===== src/rtl/bmark_sep.sv =====
module bmark_sep #(
  parameter int SLOW_LIMIT = 516096,
  parameter int EDGE_PULSE = 8,
  parameter int MARK_PULSE = 2
) (
  input  logic clk,
  input  logic rst_n,
  input  logic line_i,
  output logic data_o,
  output logic bclk_o,
  output logic edge_o,
  output logic mark_o,
  output logic slow_n_o
);

  localparam int GW = $clog2(SLOW_LIMIT + 1);
  localparam int EW = GW + 1;
  localparam int PW = $clog2(EDGE_PULSE + 1);
  localparam int MW = $clog2(MARK_PULSE + 1);
  localparam logic [GW-1:0] LIM = GW'(SLOW_LIMIT);

  logic [2:0]    sync_q;
  logic [GW-1:0] gap_q, h1_q;
  logic [EW-1:0] est_q, phase_q, nest;
  logic [PW-1:0] ep_q;
  logic [MW-1:0] mk_q;
  logic          armed_q, seeded_q, pend_q, locked_q, bit_q;
  logic          bnd, nbit;

  wire tog     = sync_q[1] ^ sync_q[2];
  wire stall   = (gap_q == LIM);
  wire restart = tog & (~armed_q | stall);
  wire measure = tog & armed_q & ~stall;

  wire [EW+1:0] gap_x4 = {1'b0, gap_q, 2'b00};
  wire [EW+1:0] est_x3 = {2'b00, est_q} + {1'b0, est_q, 1'b0};
  wire          is_half = seeded_q & (gap_x4 < est_x3);

  always_comb begin
    bnd  = 1'b0;
    nbit = 1'b0;
    nest = est_q;
    if (measure) begin
      if (!is_half) begin
        bnd  = 1'b1;
        nest = {1'b0, gap_q};
      end else if (pend_q) begin
        bnd  = 1'b1;
        nbit = 1'b1;
        nest = {1'b0, gap_q} + {1'b0, h1_q};
      end
    end
  end

  always_ff @(posedge clk) begin
    if (!rst_n) begin
      sync_q   <= '0;
      gap_q    <= '0;
      h1_q     <= '0;
      est_q    <= '0;
      phase_q  <= '0;
      ep_q     <= '0;
      mk_q     <= '0;
      armed_q  <= 1'b0;
      seeded_q <= 1'b0;
      pend_q   <= 1'b0;
      locked_q <= 1'b0;
      bit_q    <= 1'b0;
    end else begin
      sync_q <= {sync_q[1:0], line_i};

      if (tog)        gap_q <= GW'(1);
      else if (!stall) gap_q <= gap_q + 1'b1;

      if (restart)    armed_q <= 1'b1;
      else if (stall) armed_q <= 1'b0;

      if (restart)  seeded_q <= 1'b0;
      else if (bnd) seeded_q <= 1'b1;

      if (restart)      pend_q <= 1'b0;
      else if (measure) pend_q <= is_half & ~pend_q;

      if (measure && is_half && !pend_q) h1_q <= gap_q;

      if (bnd) begin
        est_q <= nest;
        bit_q <= nbit;
      end

      if (bnd)        locked_q <= 1'b1;
      else if (stall) locked_q <= 1'b0;

      if (bnd)                      phase_q <= EW'(1);
      else if (locked_q && !(&phase_q)) phase_q <= phase_q + 1'b1;

      if (tog)            ep_q <= PW'(EDGE_PULSE);
      else if (ep_q != 0) ep_q <= ep_q - 1'b1;

      if (bnd)            mk_q <= MW'(MARK_PULSE);
      else if (mk_q != 0) mk_q <= mk_q - 1'b1;
    end
  end

  assign data_o   = locked_q & bit_q & ({phase_q, 1'b0} >= {1'b0, est_q});
  assign bclk_o   = locked_q & ({phase_q, 2'b00} >= est_x3);
  assign edge_o   = (ep_q != 0);
  assign mark_o   = (mk_q != 0);
  assign slow_n_o = ~stall;

endmodule


===== config.mk =====
export PLATFORM = sky130hd
export DESIGN_NAME = bmark_sep
export DESIGN_NICKNAME = d
export VERILOG_FILES = /design/src/rtl/bmark_sep.sv
export SDC_FILE = /design/constraint.sdc
export NUM_CORES = 1
export LEC_CHECK = 0
export ABC_AREA = 1
export BUFFER_PORTS_ARGS = -buffer_cell sky130_fd_sc_hd__buf_2
export CORE_AREA = 2 2 170 155
export CTS_BUF_LIST = sky130_fd_sc_hd__clkbuf_16
export DETAILED_ROUTE_END_ITERATION = 6
export DIE_AREA = 0 0 172 157
export HOLD_SLACK_MARGIN = 0.15
export SLEW_MARGIN = 20
export SYNTH_ARGS = -nofsm -noshare
export SYNTH_HDL_FRONTEND = slang
export SYNTH_SLANG_ARGS = --single-unit

===== constraint.sdc =====
create_clock -name clk -period 4.74 [get_ports clk]
set_input_delay 0 -clock clk [delete_from_list [all_inputs] [get_ports clk]]
set_output_delay 0 -clock clk [all_outputs]
set_load 0.01 [all_outputs]

==> impl_metrics.csv, run 1 <==
group,metric,value,unit
worst_setup_path,path_delay_family,"simple AND/OR/NAND/NOR gates",
floorplanning,core_area,25000,um2
finish,antennaDiodeCount,0,
sta,finalHoldViolations,0,
floorplanning,initial_core_util,0.308,
status,status,"finished clean",
detailed_routing,drt_iter0_markers,430,
worst_setup_path,critPathCaptureType,"flip-flop",
sta,slew-limit-headroom,0.547,
worst_setup_path,path_buf_inv,1,
synth,synth_cell_type_count,47,
synth,synthArstFlopShare,0,
detailed_routing,dr.pass1.iters,5,
worst_setup_path,crit_path_start,"est_q[1]$_SDFFE_PN0P_",
clocking,clockBufferDepth,2,
sta,tns,0,ps
sta,tightest_slew,676,ps
global_route,grt_max_degree,49,
worst_setup_path,path_depth,19,
placement,io_buffers,7,
worst_setup_path,reg2reg_depth,19,
clocking,clock_latency,360,ps
sta,rsz0062_at_grt,"false",
sta,slew_viol_final,0,
sta,worst_clock_skew,11.7,ps
placement,dp.final_hpwl,15600,um
detailed_routing,wl_per_cell,13.1,um
worst_setup_path,startpoint_type,"flip-flop",
synth,synth_area_leaders,"dfxtp_1 (24%), ha_1 (16%), nand2_1 (14%)",
worst_setup_path,timing.rr.start,"est_q[1]$_SDFFE_PN0P_",
clocking,numCtsBuffers,9,
global_route,grt_pass1_wl,32800,um
sta,fmax,0.237,GHz
synth,yosys.area.top_type,"dfxtp_1",
synth,syn_nets,1259,
pwr,leakagePower,3.90,nW
clocking,clock-sinks,92,
synth,yosysWarnings,0,
sta,finalSetupViolations,0,
global_route,grt_overflow,0,
floorplanning,ios,8,
synth,syn_area_per_cell,6.69,um2
placement,routabilityCongestion,0.865,
worst_setup_path,worstSetupEndpoint,"est_q[18]$_SDFFE_PN0P_",
clocking,cts-htree-levels,3,
sta,period_share,0.892,
finish,nNetsFinal,1259,
worst_setup_path,crit_path_max_incr_delay,450,ps
worst_setup_path,required,5020,ps
detailed_routing,vias,6967,
flow_run,cap_violations,0,
synth,synth_compound_area_frac,0.126,
clocking,clkSlewWorstSetupHoldPaths,80,ps
worst_setup_path,r2r_setup_slack,510,ps
clocking,post_cts_buffers,0,
synth,synth_top_cell_area_share,0.239,
detailed_routing,wl,19600,um
sta,fin_crit,4230,ps
detailed_routing,ant_nets,0,
worst_setup_path,crit_type,"reg -> reg",
floorplanning,die_x,172,um
clocking,cts_tree,"done",
synth,synthMuxAreaShare,0,
synth,ys.flop_type,"dfxtp_1",
floorplanning,dieHeight,157,um
synth,synth.cell_area,7720,um2
finish,drive_gt1_frac,0.0674,
synth,synth_edf_count,0,
finish,nFillCells,2791,
worst_hold_path,min_path_type,"in -> reg",
synth,ys_ff_latch,92,
detailed_routing,drc,0,
synth,synthXorXnorAreaFrac,0.0454,
worst_setup_path,critical_path_arrival,4510,ps
synth,synth_top_family_by_area,"simple AND/OR/NAND/NOR gates",
global_route,grt_use_total,0.153,
pwr,p_per_area,222,nW/um2
clocking,ctsRootBufferMaster,"clkbuf_16",
synth,synth_fa_ha_area_frac,0.169,
pwr,ir_drop,131,uV
finish,utilization,0.334,
synth,synth_common_cells,"nand2_1 (288), nor2_1 (144), inv_1 (140), ha_1 (101), dfxtp_1 (92)",
synth,ys_seq_area_frac,0.239,
worst_setup_path,cpMaxStageDelayCell,"fa_1",
global_route,first_global_vias,6410,
floorplanning,dieArea,27000,um2
floorplanning,rows,55,
finish,syn2layout_area_growth,8.40,%
global_route,antenna_found_initial,0,
pwr,finalPower,0.00186,W
detailed_routing,via_per_inst,4.64,
worst_setup_path,path_cells,"inv_1 -> fa_1 -> nand3b_1 -> a21oi_1 -> nor2_1 -> o21ai_1 -> a21oi_1 -> o21ai_0 -> xnor2_1 -> ha_1 -> nand2_1 -> nor2_1 -> a211oi_1 -> nand2_1 -> nand3_1 -> nand3_4 -> nand2_4 -> nand2_4 -> o21ai_0",
worst_setup_path,r2r-end,"est_q[18]$_SDFFE_PN0P_",
synth,synthCells,1153,
synth,synthSimpleGateAreaFrac,0.325,
worst_setup_path,crit_fanout,24,
sta,hold_ws,350,ps
synth,synth_most_common_cell,"nand2_1",
## worst min path at each step
stage,slack (ps),cells past startpoint,startpoint,end
floorplan,100,2,line_i,sync_q[0]$_SDFF_PN0_
global placement,190,3,line_i,sync_q[0]$_SDFF_PN0_
detailed placement,190,3,line_i,sync_q[0]$_SDFF_PN0_
CTS,340,4,line_i,sync_q[0]$_SDFF_PN0_
global route,400,4,line_i,sync_q[0]$_SDFF_PN0_
finish,350,4,line_i,sync_q[0]$_SDFF_PN0_
## what timing repair did
| item | 4_1_cts | 5_1_grt |
|---|---|---|
| resized for setup | 0 | 1 |
| endpoints found under the hold margin | 6 | 0 |
| hold buffers | 2 | 0 |
| endpoints found under the setup margin | 0 | 18 |
## placed cells by master, fill, tap and decap left out, types with 7 or more instances in the layout
cell type / Yosys / routed
nand3b_1: 7 / 7
o21ai_0: 46 / 45
dfxtp_1: 92 / 92
ha_1: 101 / 101
nand3_1: 45 / 45
xor2_1: 29 / 29
nor3_2: 8 / 8
nand4_1: 22 / 22
a211oi_1: 7 / 7
nor2_1: 144 / 144
or2_2: 7 / 7
a21oi_1: 85 / 85
clkbuf_16: 0 / 9
a21oi_2: 13 / 13
nand2_1: 288 / 288
nor3_1: 25 / 25
xnor2_1: 11 / 11
nor4_1: 8 / 8
buf_2: 7 / 7
inv_1: 140 / 141
## per-stage QoR
step | instances | setup WS (ps) | area, um2
4_1_cts | 1500 | 406 | 8360
3_5_place_dp | 1482 | 456 | 8040
3_3_place_gp | 1482 | 425 | 8040
6_report | 1500 | 512 | 8360
2_1_floorplan | 1153 | 1230 | 7720
5_1_grt | 1500 | 68.1 | 8360
## sequential cells by signal, indices dropped and copies added, names as in the netlist
name,flops
ep_q,4
bit_q,1
armed_q,1
locked_q,1
phase_q,20
seeded_q,1
mk_q,2
pend_q,1
h1_q,19
gap_q,19
sync_q,3
est_q,20
## area by class of cell
| class | instances | area [um2] | area share |
|---|---|---|---|
| clock inverter | 7 | 80.1 | 0.00957 |
| sequential | 92 | 1840 | 0.220 |
| clock buffer | 9 | 225 | 0.0269 |
| tap | 342 | 428 | 0.0512 |
| multi-input combinational | 888 | 5140 | 0.614 |
| inverter | 148 | 558 | 0.0667 |
| timing repair buffer | 14 | 92.6 | 0.0111 |
## kinds of logic (layout without fill, tap and decap cells)
logic type / count (synthesis) / after routing
and+or+nand+nor: 573 / 573
buffers and inverters: 173 / 178
AOI/OAI and AO/OA: 172 / 172
adders and majority gates: 103 / 103
DFF: 92 / 92
xor gates and xnor gates: 40 / 40
## where the power goes
part	total, W	switching (W)	leakage [nW]	internal, W
logic	0.000259	0.000166	3.00	0.0000932
registers	0.000817	0.0000213	0.744	0.000796
clock network	0.000781	0.000362	0.155	0.000420
total	0.00186	0.000549	3.90	0.00131
## routing by layer
| metal | wire, um | vias to the layer above | global-route usage |
|---|---|---|---|
| li1 | - | 3793 | - |
| met1 | 10100 | 3065 | 0.220 |
| met2 | 8480 | 98 | 0.241 |
| met3 | 768 | 11 | 0.0199 |
| met4 | 223 | 0 | 0.0356 |
| met5 | 0 | - | 0 |
## worst register-to-register path: cells and delay by family (launching register included)
family | cells | cell delay [ps]
AND/OR/NAND/NOR | 9 | 1460
AO/OA/AOI/OAI | 6 | 1250
XOR/XNOR | 1 | 200
flip-flops | 1 | 390
adder cells (fa/ha/maj) | 2 | 740
buffers and inverters | 1 | 110
No activity file was read; power rests on OpenSTA's default activity.
==> run 2: changes to the inputs <==
- PLACE_DENSITY: unset -> 0.54
==> run 2 against run 1 <==
Net effect: critical path depth unchanged; sequential cell count is the same; first-iteration DRC count rose by 1.2%; die area did not move; register-to-register slack lost 30 ps; worst setup slack worse by 30 ps; largest cell class unchanged.
==> impl_metrics.csv, run 2 (synthesis gave the netlist of run 1 again) <==
group,metric,value,unit
detailed_routing,wl_per_cell,13.8,um
sta,fin_crit,4260,ps
sta,tns,0,ps
worst_setup_path,startpoint_type,"flip-flop",
sta,hold_ws,212,ps
sta,slew_viol_final,0,
pwr,p_per_area,230,nW/um2
floorplanning,core_area,25000,um2
global_route,grt_use_total,0.159,
clocking,ctsRootBufferMaster,"clkbuf_16",
finish,nNetsFinal,1260,
detailed_routing,dr.pass1.iters,5,
worst_hold_path,min_path_type,"in -> reg",
finish,syn2layout_area_growth,9.16,%
clocking,cts_tree,"done",
worst_setup_path,cpMaxStageDelayCell,"fa_1",
sta,finalHoldViolations,0,
placement,io_buffers,7,
sta,rsz0062_at_grt,"false",
worst_setup_path,critPathCaptureType,"flip-flop",
finish,reg.largest.list,"est_q x20, phase_q x20",
sta,finalSetupViolations,0,
detailed_routing,drt_iter0_markers,435,
detailed_routing,ant_nets,0,
pwr,leakagePower,3.91,nW
worst_setup_path,critical_path_arrival,4540,ps
worst_setup_path,crit_path_start,"est_q[1]$_SDFFE_PN0P_",
detailed_routing,wl,20700,um
placement,routabilityCongestion,0.851,
worst_setup_path,path_cells,"inv_1 -> fa_1 -> nand3b_1 -> a21oi_1 -> nor2_1 -> o21ai_0 -> a21oi_1 -> o21ai_0 -> nand2_1 -> nand3_1 -> nand2_1 -> ha_1 -> a21oi_1 -> nor2_1 -> nor2_4 -> nand3_4 -> nand2_4 -> nand2_4 -> o21ai_0",
worst_setup_path,path_depth,19,
detailed_routing,vias,6972,
detailed_routing,drc,0,
worst_setup_path,required,5020,ps
worst_setup_path,crit_fanout,22,
worst_setup_path,r2r-end,"est_q[18]$_SDFFE_PN0P_",
sta,fmax,0.235,GHz
flow_run,cap_violations,0,
floorplanning,dieArea,27000,um2
pwr,ir_drop,192,uV
status,status,"finished clean",
floorplanning,dieHeight,157,um
global_route,first_global_vias,6534,
clocking,clockBufferDepth,2,
clocking,cts-htree-levels,3,
worst_setup_path,crit_type,"reg -> reg",
worst_setup_path,crit_path_max_incr_delay,460,ps
sta,tightest_slew,718,ps
global_route,grt_overflow,0,
sta,slew-limit-headroom,0.520,
floorplanning,die_x,172,um
detailed_routing,via_per_inst,4.64,
worst_setup_path,worstSetupEndpoint,"est_q[18]$_SDFFE_PN0P_",
global_route,grt_pass1_wl,33800,um
clocking,clkSlewWorstSetupHoldPaths,70,ps
global_route,antenna_found_initial,0,
clocking,numCtsBuffers,9,
worst_setup_path,path_buf_inv,1,
clocking,clock_latency,360,ps
worst_setup_path,reg2reg_depth,19,
floorplanning,ios,8,
sta,period_share,0.898,
worst_setup_path,path_delay_family,"simple AND/OR/NAND/NOR gates",
finish,final_cell_mix,"nand2_1 (288), nor2_1 (144), inv_1 (141), ha_1 (101), dfxtp_1 (92)",
worst_setup_path,timing.rr.start,"est_q[1]$_SDFFE_PN0P_",
worst_setup_path,r2r_setup_slack,480,ps
floorplanning,initial_core_util,0.308,
placement,dp.final_hpwl,16200,um
sta,worst_clock_skew,9.47,ps
global_route,grt_max_degree,49,
floorplanning,rows,55,
finish,layout_commonest_cell,"nand2_1",
clocking,clock-sinks,92,
finish,drive_gt1_frac,0.0682,
finish,antennaDiodeCount,0,
## run 2: cell types whose count changed in the layout (fill, tap and decap cells not counted), sizes merged
cell	before	now
bufinv	1	3
buf	12	13
nand4	24	25
inv	153	149
clkinv	1	3
dlygate4sd3	2	1
## run 2: power breakdown
group          leakage, nW  switching [W]  internal (W)  total, W
clock network        0.169       0.000340      0.000516  0.000856
logic                 3.00       0.000169     0.0000940  0.000263
registers            0.744      0.0000210      0.000796  0.000817
## run 2: worst register-to-register path, stage by stage (launching register included)
cell      delay, ps
dfxtp_1         390
inv_1           110
fa_1            460
nand3b_1        200
a21oi_1         170
nor2_1          100
o21ai_0         320
a21oi_1         160
o21ai_0         320
nand2_1         130
nand3_1          90
nand2_1         100
ha_1            300
a21oi_1         150
nor2_1           90
nor2_4          250
nand3_4         110
nand2_4         230
nand2_4         260
o21ai_0         250
## run 2: repair_timing
| item | 4_1_cts | 5_1_grt |
|---|---|---|
| hold buffers | 1 | 0 |
| hold endpoints to repair | 1 | 0 |
| setup buffers | 0 | 0 |
| resized for setup | 0 | 2 |
| setup endpoints to repair | 0 | 19 |
## run 2: layout make-up
class,instances,area (um2)
Tap cell,342,428
Multi-Input combinational cell,889,5160
Inverter,148,558
Clock inverter,7,115
Clock buffer,9,225
Fill cell,2740,16600
Sequential cell,92,1840
Timing Repair Buffer,14,90.1
## run 2: how the worst min path moves through the flow
stage               cells past startpoint  slack, ps    from                    end
floorplan                               2        100  line_i   sync_q[0]$_SDFF_PN0_
global placement                        3        180  line_i   sync_q[0]$_SDFF_PN0_
detailed placement                      3        190  line_i   sync_q[0]$_SDFF_PN0_
CTS                                     3        190   rst_n   armed_q$_SDFFE_PN0P_
global route                            3        230   rst_n  locked_q$_SDFFE_PN0P_
finish                                  3        210   rst_n   armed_q$_SDFFE_PN0P_
## run 2: metrics by stage
stage               utilization  cell area, um2  total power [W]  std cells  setup slack [ps]
floorplan                     -            7720          0.00103       1153              1230
global placement          0.321            8050          0.00109       1483               553
detailed placement        0.321            8050          0.00109       1483               402
CTS                       0.335            8400          0.00195       1500               379
global route              0.336            8420          0.00202       1501              61.2
finish                    0.336            8420          0.00194       1501               482
## run 2: layer usage
layer | track usage | part of all wire | routed length (um) | vias to the layer above
met5 | 0 | 0 | 0 | -
li1 | - | - | - | 3778
met2 | 0.251 | 0.43 | 8830 | 97
met3 | 0.0209 | 0.039 | 813 | 17
met1 | 0.226 | 0.52 | 10800 | 3080
met4 | 0.0420 | 0.012 | 256 | 0
==> run 3: changes to the inputs <==
- BUFFER_PORTS_ARGS: -buffer_cell sky130_fd_sc_hd__buf_2 -> unset
- CELL_PAD_IN_SITES_DETAIL_PLACEMENT: unset -> 0
- CELL_PAD_IN_SITES_GLOBAL_PLACEMENT: unset -> 1
- DONT_BUFFER_PORTS: unset -> 1
- PLACE_DENSITY: 0.54 -> 0.66
==> run 3 against run 2 <==
Net effect: total power decreased by 5.8%; critical path depth unchanged; count of clock-buffer cells in the layout unchanged; sequential share of layout area increased by 0.14 points; critical endpoint is now est_q[16]$_SDFFE_PN0P_; sequential power about the same; clock power decreased by 14%; hold slack improved by 66 ps; cell area decreased by 0.62%; largest cell class unchanged; combinational power about the same; sequential cell count unchanged; non-clock buffer count decreased by 3; first-iteration DRC count decreased by 3.4%; highest routed layer unchanged.
==> impl_metrics.csv, run 3 (synthesis gave the netlist of run 1 again) <==
group,metric,value,unit
global_route,grt_max_degree,49,
placement,routabilityCongestion,0.821,
finish,reg.largest.list,"est_q x20, phase_q x20",
detailed_routing,vias,7001,
global_route,grt_use_total,0.168,
pwr,swShare,0.309,
clocking,cts_tree,"done",
finish,final_cell_mix,"nand2_1 (288), nor2_1 (144), inv_1 (140), ha_1 (101), dfxtp_1 (92)",
finish,nFillCells,2796,
detailed_routing,ant_nets,0,
sta,fmax,0.234,GHz
pwr,leakagePower,3.88,nW
clocking,cts-htree-levels,3,
pwr,seq_power_share,0.448,
global_route,met2_usage,0.254,
sta,tightest_slew,760,ps
floorplanning,dieArea,27000,um2
pwr,p_per_area,218,nW/um2
worst_hold_path,min_path_type,"in -> reg",
sta,setup_ws,466,ps
global_route,grt_use_met1,0.255,
placement,io_buffers,0,
global_route,grt_overflow,0,
floorplanning,ios,8,
pwr,clock_power_share,0.406,
finish,drive_gt1_frac,0.0641,
clocking,ctsRootBufferMaster,"clkbuf_16",
sta,worst_clock_skew,11.8,ps
pwr,power.switching,0.000563,W
pwr,power_frac_comb,0.146,
finish,layout_commonest_cell,"nand2_1",
detailed_routing,wl_per_cell,14.4,um
sta,rsz0062_at_grt,"false",
pwr,ir_drop,185,uV
placement,dp.final_hpwl,17000,um
clocking,numCtsBuffers,9,
worst_setup_path,crit_fanout,25,
floorplanning,dieHeight,157,um
worst_setup_path,critical_path_arrival,4560,ps
global_route,grt_use_met3,0.0206,
sta,finalSetupViolations,0,
flow_run,cap_violations,0,
global_route,antenna_found_initial,0,
clocking,clock-sinks,92,
clocking,cts-resized-gates,0,
clocking,clkSlewWorstSetupHoldPaths,80,ps
floorplanning,die_x,172,um
placement,post-place-ws,483,ps
sta,slew_viol_final,0,
pwr,p_int,0.00126,W
finish,syn2layout_area_growth,8.48,%
floorplanning,initial_core_util,0.308,
detailed_routing,via_per_inst,4.67,
sta,fin_crit,4270,ps
detailed_routing,wl,21600,um
worst_setup_path,startpoint_type,"flip-flop",
global_route,first_global_vias,6564,
detailed_routing,dr.pass1.iters,7,
worst_setup_path,critPathCaptureType,"flip-flop",
floorplanning,rows,55,
clocking,post_cts_buffers,0,
sta,hold_ws,278,ps
worst_setup_path,required,5020,ps
sta,finalHoldViolations,0,
worst_setup_path,crit_type,"reg -> reg",
status,status,"finished clean",
sta,tns,0,ps
clocking,clock_latency,360,ps
sta,period_share,0.902,
sta,slew-limit-headroom,0.492,
floorplanning,core_area,25000,um2
finish,nNetsFinal,1256,
detailed_routing,drt_iter0_markers,420,
clocking,holdBufCountCts,5,
global_route,grt-busiest-layer,"met1",
detailed_routing,drc,0,
global_route,grt_pass1_wl,35400,um
clocking,clockBufferDepth,2,
## run 3: routing by layer
layer / part of all wire / routed length, um
met1: 0.55 / 11800
met2: 0.41 / 8880
met3: 0.030 / 649
met4: 0.0093 / 201
met5: 0 / 0
## run 3: critical path: stages (launching register included)
cell	delay [ps]
dfxtp_1	380
inv_1	110
fa_1	450
nand3b_1	200
a21oi_1	170
nor2_1	110
o21ai_0	310
a21oi_1	160
o21ai_0	290
xnor2_1	190
ha_1	280
nand2_1	80
nor2_1	50
a211oi_1	170
nand2_1	90
nand3_1	250
nand3_4	110
nand2_4	260
nand2_4	280
o21ai_0	240
## run 3: path summary, 6_finish.rpt
path                    startpoint                     end  slack, ps  cells after the start
min reg2reg   sync_q[0]$_SDFF_PN0_    sync_q[1]$_SDFF_PN0_        430                      2
max          est_q[1]$_SDFFE_PN0P_  est_q[16]$_SDFFE_PN0P_        470                     19
max reg2reg  est_q[1]$_SDFFE_PN0P_  est_q[16]$_SDFFE_PN0P_        470                     19
min                          rst_n    sync_q[0]$_SDFF_PN0_        280                      3
## run 3: power by group through the flow
stage	Combinational (W)	Sequential, W	Clock [W]
6_report	0.000266	0.000817	0.000740
5_1_grt	0.000305	0.000821	0.000798
4_1_cts	0.000269	0.000817	0.000766
3_5_place_dp	0.000250	0.000835	0
3_3_place_gp	0.000247	0.000836	0
2_1_floorplan	0.000203	0.000829	0
## run 3: layout make-up
type | instances | area [um2] | area share
Sequential cell | 92 | 1840 | 0.220
Clock inverter | 7 | 63.8 | 0.00762
Multi-Input combinational cell | 888 | 5140 | 0.614
Clock buffer | 9 | 225 | 0.0269
Timing Repair Buffer | 11 | 113 | 0.0135
Tap cell | 342 | 428 | 0.0511
Inverter | 148 | 558 | 0.0667
Antenna cell | 1 | 2.50 | 0.000299
## run 3: stage by stage
stage	util	cells	cell area, um2	total power (W)
2_1_floorplan	-	1153	7720	0.00103
3_3_place_gp	0.320	1476	8010	0.00108
3_5_place_dp	0.320	1476	8010	0.00109
4_1_cts	0.334	1497	8370	0.00185
5_1_grt	0.334	1497	8370	0.00192
6_report	0.334	1498	8370	0.00182
